==> src/rtl/tp_pkg.sv <==
package tp_pkg;

  // divider tap index, bit position in div_tap_i
  typedef enum logic [1:0] {
    TAP_64  = 2'd0,
    TAP_256 = 2'd1,
    TAP_2K  = 2'd2,
    TAP_4K  = 2'd3
  } tap_sel_e;

  typedef enum logic [1:0] {
    IVL_1S  = 2'd0,
    IVL_10S = 2'd1,
    IVL_30S = 2'd2,
    IVL_60S = 2'd3
  } ivl_sel_e;

  // one-hot-ish decoded operation for one accepted command
  typedef struct packed {
    logic     sel_freq;
    tap_sel_e tap;
    logic     sel_ivl;
    ivl_sel_e ivl;
    logic     flag_clr;
    logic     run;
    logic     stop;
    logic     enter_test;
    logic     leave_test;
    logic     hold;
  } tp_op_t;

endpackage

==> src/rtl/tp_cmd_decode.sv <==
module tp_cmd_decode
  import tp_pkg::*;
(
  input  logic       cmd_valid_i,
  input  logic       cmd_par_i,
  input  logic [3:0] cmd_code_i,
  output tp_op_t     op_o
);

  logic accept;

  // parallel path reaches only codes 0000..0110
  assign accept = cmd_valid_i &&
                  !(cmd_par_i && (cmd_code_i[3] || (cmd_code_i == 4'b0111)));

  always_comb begin
    op_o = '0;
    if (accept) begin
      casez (cmd_code_i)
        4'b0000: op_o.hold = 1'b1;
        4'b01??: begin
          op_o.sel_freq   = 1'b1;
          op_o.tap        = tap_sel_e'(cmd_code_i[1:0]);
          op_o.stop       = cmd_par_i;
          op_o.leave_test = 1'b1;
        end
        4'b10??: begin
          op_o.sel_ivl    = 1'b1;
          op_o.ivl        = ivl_sel_e'(cmd_code_i[1:0]);
          op_o.leave_test = 1'b1;
        end
        4'b1100: begin
          op_o.flag_clr   = 1'b1;
          op_o.leave_test = 1'b1;
        end
        4'b1101: begin
          op_o.run        = 1'b1;
          op_o.leave_test = 1'b1;
        end
        4'b1110: begin
          op_o.stop       = 1'b1;
          op_o.leave_test = 1'b1;
        end
        4'b1111: op_o.enter_test = 1'b1;
        default: op_o = '0;
      endcase
    end
  end

endmodule

==> src/rtl/tp_ivl_timer.sv <==
module tp_ivl_timer
  import tp_pkg::*;
#(
  parameter int TICKS_PER_SEC = 64,
  localparam int HALF_MAX     = 30 * TICKS_PER_SEC,
  localparam int CNT_W        = $clog2(HALF_MAX + 1)
) (
  input  logic             clk,
  input  logic             rst_n,
  input  logic             tick_i,
  input  logic             load_i,
  input  ivl_sel_e         ivl_i,
  input  logic             flag_clr_i,
  input  logic             run_i,
  input  logic             stop_i,
  output logic             flag_o,
  output logic             run_o,
  output logic [CNT_W-1:0] cnt_o
);

  logic [CNT_W-1:0] cnt_q, cnt_n, half_m1;
  logic             flag_q, flag_n, run_q, run_n;
  ivl_sel_e         ivl_q, ivl_n;
  logic             en;

  always_comb begin
    case (ivl_q)
      IVL_1S:  half_m1 = CNT_W'(TICKS_PER_SEC / 2 - 1);
      IVL_10S: half_m1 = CNT_W'(5 * TICKS_PER_SEC - 1);
      IVL_30S: half_m1 = CNT_W'(15 * TICKS_PER_SEC - 1);
      default: half_m1 = CNT_W'(30 * TICKS_PER_SEC - 1);
    endcase
  end

  assign en = (run_q && tick_i) || load_i || flag_clr_i || run_i || stop_i;

  always_comb begin
    cnt_n  = cnt_q;
    flag_n = flag_q;
    run_n  = run_q;
    ivl_n  = ivl_q;
    if (load_i) begin
      ivl_n  = ivl_i;
      cnt_n  = '0;
      flag_n = 1'b0;
      run_n  = 1'b1;
    end else if (run_i) begin
      cnt_n  = '0;
      flag_n = 1'b0;
      run_n  = 1'b1;
    end else if (stop_i) begin
      run_n  = 1'b0;
    end else begin
      if (run_q && tick_i) begin
        if (cnt_q == half_m1) begin
          cnt_n  = '0;
          flag_n = ~flag_q;
        end else begin
          cnt_n  = cnt_q + 1'b1;
        end
      end
      if (flag_clr_i) flag_n = 1'b0;
    end
  end

  always_ff @(posedge clk or negedge rst_n) begin
    if (!rst_n) begin
      cnt_q  <= '0;
      flag_q <= 1'b0;
      run_q  <= 1'b0;
      ivl_q  <= IVL_1S;
    end else if (en) begin
      cnt_q  <= cnt_n;
      flag_q <= flag_n;
      run_q  <= run_n;
      ivl_q  <= ivl_n;
    end
  end

  assign flag_o = flag_q;
  assign run_o  = run_q;
  assign cnt_o  = cnt_q;

endmodule

==> src/rtl/tp_out_sel.sv <==
module tp_out_sel
  import tp_pkg::*;
#(
  parameter int N_TAPS = 4
) (
  input  logic              clk,
  input  logic              rst_n,
  input  tp_op_t            op_i,
  input  logic [N_TAPS-1:0] div_tap_i,
  input  logic              flag_i,
  output logic              test_o,
  output logic              tp_o
);

  tap_sel_e tap_q, tap_n;
  logic     ivl_mode_q, ivl_mode_n;
  logic     test_q, test_n;
  logic     en;

  assign en = op_i.sel_freq || op_i.sel_ivl || op_i.leave_test ||
              op_i.enter_test || op_i.hold;

  always_comb begin
    tap_n      = tap_q;
    ivl_mode_n = ivl_mode_q;
    test_n     = test_q;
    if (op_i.sel_freq) begin
      tap_n      = op_i.tap;
      ivl_mode_n = 1'b0;
    end
    if (op_i.sel_ivl)    ivl_mode_n = 1'b1;
    if (op_i.leave_test) test_n     = 1'b0;
    if (op_i.enter_test) test_n     = 1'b1;
    if (op_i.hold && test_q) begin
      test_n     = 1'b0;
      tap_n      = TAP_64;
      ivl_mode_n = 1'b0;
    end
  end

  always_ff @(posedge clk or negedge rst_n) begin
    if (!rst_n) begin
      tap_q      <= TAP_64;
      ivl_mode_q <= 1'b0;
      test_q     <= 1'b0;
    end else if (en) begin
      tap_q      <= tap_n;
      ivl_mode_q <= ivl_mode_n;
      test_q     <= test_n;
    end
  end

  assign test_o = test_q;
  assign tp_o   = test_q ? 1'b0 : (ivl_mode_q ? flag_i : div_tap_i[tap_q]);

endmodule

==> src/rtl/tp_pulse_gen.sv <==
module tp_pulse_gen
  import tp_pkg::*;
#(
  parameter int TICKS_PER_SEC = 64,
  parameter int N_TAPS        = 4,
  localparam int CNT_W        = $clog2(30 * TICKS_PER_SEC + 1)
) (
  input  logic              clk,
  input  logic              rst_n,
  input  logic              cmd_valid_i,
  input  logic              cmd_par_i,
  input  logic [3:0]        cmd_code_i,
  input  logic [N_TAPS-1:0] div_tap_i,
  input  logic              tick_i,
  output logic              tp_o
);

  logic [1:0]       rst_pipe;
  logic             rst_sync_n;
  tp_op_t           op;
  logic             ivl_flag, ivl_run, test_q;
  logic [CNT_W-1:0] ivl_cnt;

  always_ff @(posedge clk or negedge rst_n) begin
    if (!rst_n) rst_pipe <= 2'b00;
    else        rst_pipe <= {rst_pipe[0], 1'b1};
  end
  assign rst_sync_n = rst_pipe[1];

  tp_cmd_decode u_dec (
    .cmd_valid_i (cmd_valid_i),
    .cmd_par_i   (cmd_par_i),
    .cmd_code_i  (cmd_code_i),
    .op_o        (op)
  );

  tp_ivl_timer #(.TICKS_PER_SEC(TICKS_PER_SEC)) u_tmr (
    .clk        (clk),
    .rst_n      (rst_sync_n),
    .tick_i     (tick_i),
    .load_i     (op.sel_ivl),
    .ivl_i      (op.ivl),
    .flag_clr_i (op.flag_clr),
    .run_i      (op.run),
    .stop_i     (op.stop),
    .flag_o     (ivl_flag),
    .run_o      (ivl_run),
    .cnt_o      (ivl_cnt)
  );

  tp_out_sel #(.N_TAPS(N_TAPS)) u_out (
    .clk       (clk),
    .rst_n     (rst_sync_n),
    .op_i      (op),
    .div_tap_i (div_tap_i),
    .flag_i    (ivl_flag),
    .test_o    (test_q),
    .tp_o      (tp_o)
  );

endmodule

==> config.mk <==
export PLATFORM = sky130hd
export DESIGN_NAME = tp_pulse_gen
export DESIGN_NICKNAME = d
export VERILOG_FILES = /design/src/rtl/tp_pkg.sv /design/src/rtl/tp_cmd_decode.sv /design/src/rtl/tp_ivl_timer.sv /design/src/rtl/tp_out_sel.sv /design/src/rtl/tp_pulse_gen.sv
export SDC_FILE = /design/constraint.sdc
export NUM_CORES = 1
export LEC_CHECK = 0
export BUFFER_PORTS_ARGS = -buffer_cell sky130_fd_sc_hd__buf_4
export CAP_MARGIN = 20
export CORE_MARGIN = 10
export CORE_UTILIZATION = 61
export CTS_BUF_LIST = sky130_fd_sc_hd__clkbuf_16
export CTS_CLUSTER_SIZE = 28
export DETAILED_ROUTE_END_ITERATION = 7
export MAX_ROUTING_LAYER = met4
export PLACE_DENSITY = 0.92
export SLEW_MARGIN = 15
export SYNTH_ARGS = -nofsm -noshare
export SYNTH_HDL_FRONTEND = slang
export SYNTH_HIERARCHICAL = 1
export SYNTH_SLANG_ARGS = --single-unit
==> constraint.sdc <==
create_clock -name clk -period 2.1 [get_ports clk]
set_input_delay 0.315 -clock clk [delete_from_list [all_inputs] [get_ports clk]]
set_output_delay 0.315 -clock clk [all_outputs]
set_load 0.01 [all_outputs]
==> impl_results.md <==
- Post-synth net total: 144
- Mux cell area share after synthesis: approximately 5.0%
- Detail-routed via count per cell: approximately 6
- Vias in the first global route: 1047
- Power, Total: about 1100 uW
- Post-Synth XOR/XNOR Area: 7.06%
- Initial antenna violation count: 0
- Critical-path maximum fanout: 10
- Clk_lat worst skew: ~0.25 ns
- Biggest area consumer among synthesized cells: dfrtp_1
- Area delta synth->final: 20.9%
- Crit end category: flop
- Clk root buf: clkbuf_16
- Synth Area in Compound Gates: about an eighth
- Pwr dens: 739 mW/mm^2
- Resized cells post-CTS: 0
- Drt first pass iters: 4
- WS Path Type: reg -> reg
- Tcrit/Tclk final: 92.1%
- Area contributors post-synth: dfrtp_1 (42%), nor2_1 (5.8%), xor2_1 (5.7%)
- Skew final: 0.00117 ns
- CTS sink count: 21
- Die H: 65.1 um
- Top delay family on crit path: compound AO/OA/AOI/OAI gates
- Min Tclk post-route: 1.93 ns
- Commonest cells post-synth: dfrtp_1 (21), nor2_1 (19), nand2_1 (12)
- Synth Warn #: 6
- Final Hold Viols: 0
- # setup viols final: 0
- Util after Layout: 77.2%
- Async SR Flop Fraction: 100%
- # IOs: 14
- Multi-input logic area: ~690 um^2
- Hold-fix buffers, CTS: 1
- Synth Cell Area: roughly 0.0012 mm^2
- Max incr delay on CP: 0.43 ns
- DIE AREA: ~0.0042 mm^2
- Vias: 1088
- Count leader, synth: dfrtp_1
- EDFF count, synth: 0
- Diodes inserted: 0
- Dpl hpwl: between 2000 and 2500 um
- Slowest CP cell: dfrtp_1
- Maxcap violations: 0
- Seq/Total Area, Yosys: 42.4%
- Peak Freq: 0.517 GHz
- Global-route usage over all layers: roughly 14%
- CTS max path bufs: 2
- Worst path buffer plus inverter count: 0
- Initial Util: a little under two thirds
- DRT iter0 DRCs: 67
- Ys flop type: dfrtp_1
- Synth Area in Adders: 1.01%
- Synthesized area per cell: between 9 and 10 um^2
- Sum Neg Setup Slack: 0 ns
- Crit path cell chain: and3b_1, a2111o_1, a221o_2, o21ai_4, nor2_1
- Post-Synthesis Cells: 130
- Crit path launch type: flop
- Worst Max-Slew Pin Slew: 0.747 ns
- Yosys top cell area share: 42.4%
- Yosys cell types: 42
- Reg area: 526 um^2
- Number of synthesized register bits: 21
- Dominant combinational cell family by area after synthesis: simple AND/OR/NAND/NOR gates
- First-pass GRT wire length: approximately 4500 um
- Average wire per standard cell: roughly 15 um
- Register clock-pin slew on the reported worst setup and hold paths: 0.05 ns
- Core area: 0.00194 mm^2
- Row Count: 16
- Largest net degree at the start of global routing: 20
- Final layout net count: roughly 170
- Min Hold Slack: 0.308 ns
- Grt ovf: 0
- Input/output buffers: 13
- Hold Crit Class: reg -> async
- Post-Synth Simple-Gate Area: 30.4%
- Status: complete, no violations
- Slew headroom: 50.2%
- Leak: ~0.0007 uW
- H-tree Lvls: 1
- Die width: between 60 and 70 um
- Place WS: 0.0251 ns
- Drc violations: 0
- Fraction of layout cells with a size suffix above 1: between 20% and 30%
- Final wirelength: between 2000 and 3000 um
- Post-CTS setup buffer count: 0
- GP Congestion: ~0.83
- Crit path arrival time: 2.06 ns
- Final WS setup: 0.165 ns
- Post-DRT Antenna Nets: 0
- RSZ-0062 raised after global routing: false
- CTS tree: yes
- FILL cells: about 130
- Peak VDD IR: 0.000563 V
- TritonCTS Buffers: 3
- Worst EP required: 2.23 ns
- Fin. max-slew vios: 0
==> layer usage <==
layer / global-route usage [%] / vias to the layer above / share of wire (%)
li1: - / 512 / -
met1: 14.0 / 520 / 41
met2: 23.6 / 49 / 50
met3: 3.26 / 7 / 6.5
met4: 7.75 / 0 / 2.2
met5: - / - / 0
==> placed cells by master, fill, tap and decap left out, types with 2 or more instances in the layout <==
| cell type | n |
|---|---|
| nor2b_1 | 2 |
| nor3_1 | 4 |
| mux2i_1 | 4 |
| a21oi_1 | 7 |
| and2_1 | 3 |
| inv_1 | 2 |
| and3b_1 | 2 |
| xor2_1 | 8 |
| nand4_1 | 4 |
| nor2_1 | 19 |
| o21ai_0 | 2 |
| mux2_2 | 2 |
| clkbuf_16 | 3 |
| nand3b_1 | 3 |
| nand3_1 | 6 |
| and3_1 | 2 |
| xnor2_1 | 2 |
| a2bb2oi_1 | 2 |
| dfrtp_1 | 21 |
| buf_4 | 20 |
| nand2_1 | 12 |
==> report_power, final <==
group / internal [uW] / switching, uW / total (uW)
registers: 455 / 57.3 / 513
clock network: 256 / 140 / 395
logic: 103 / 97.5 / 200
total: 813 / 295 / 1110
==> per-stage QoR <==
stage,cells,instance area [um^2]
global route,180,1500
floorplan,130,1240
global placement,175,1410
detailed placement,175,1410
CTS,180,1500
finish,180,1500
==> path summary, 6_finish.rpt <==
check	depth (start not counted)	slack, ns	startpoint	endpoint
max	5	0.17	u_tmr/cnt_o[6]	u_tmr/cnt_o[8]
min	0	0.31	rst_pipe[1]	u_tmr/cnt_o[1]
max reg2reg	5	0.17	u_tmr/cnt_o[6]	u_tmr/cnt_o[8]
min reg2reg	0	0.31	rst_pipe[1]	u_tmr/cnt_o[1]
max in group asynchronous	0	1.32	rst_pipe[1]	u_tmr/cnt_o[5]
min in group clk	0	0.36	rst_pipe[0]	rst_pipe[1]
==> logic make-up after synthesis <==
group / Yosys count
adders and majority gates: 1
buffers and inverters: 4
AOI/OAI and AO/OA: 19
xor gates and xnor gates: 10
muxes: 6
and+or+nand+nor: 68
DFF: 21
other: 1
==> area by class of cell <==
| cell class | count | share of cell area, % |
|---|---|---|
| Clock buffer | 3 | 5.01 |
| Clock inverter | 1 | 0.334 |
| Inverter | 2 | 0.501 |
| Multi-Input combinational cell | 105 | 46.2 |
| Sequential cell | 21 | 35.1 |
| Tap cell | 27 | 2.25 |
| Timing Repair Buffer | 21 | 10.7 |
==> registers in the layout, summed over array words and instances (netlist names) <==
name and flops:
u_tmr/cnt_o 11, rst_pipe 2, u_out/tap_q 2, u_tmr/ivl_q 2
u_out/ivl_mode_q 1, u_out/test_o 1, u_tmr/flag_o 1, u_tmr/run_o 1
Note: power is estimated with default switching activity, not from simulation.
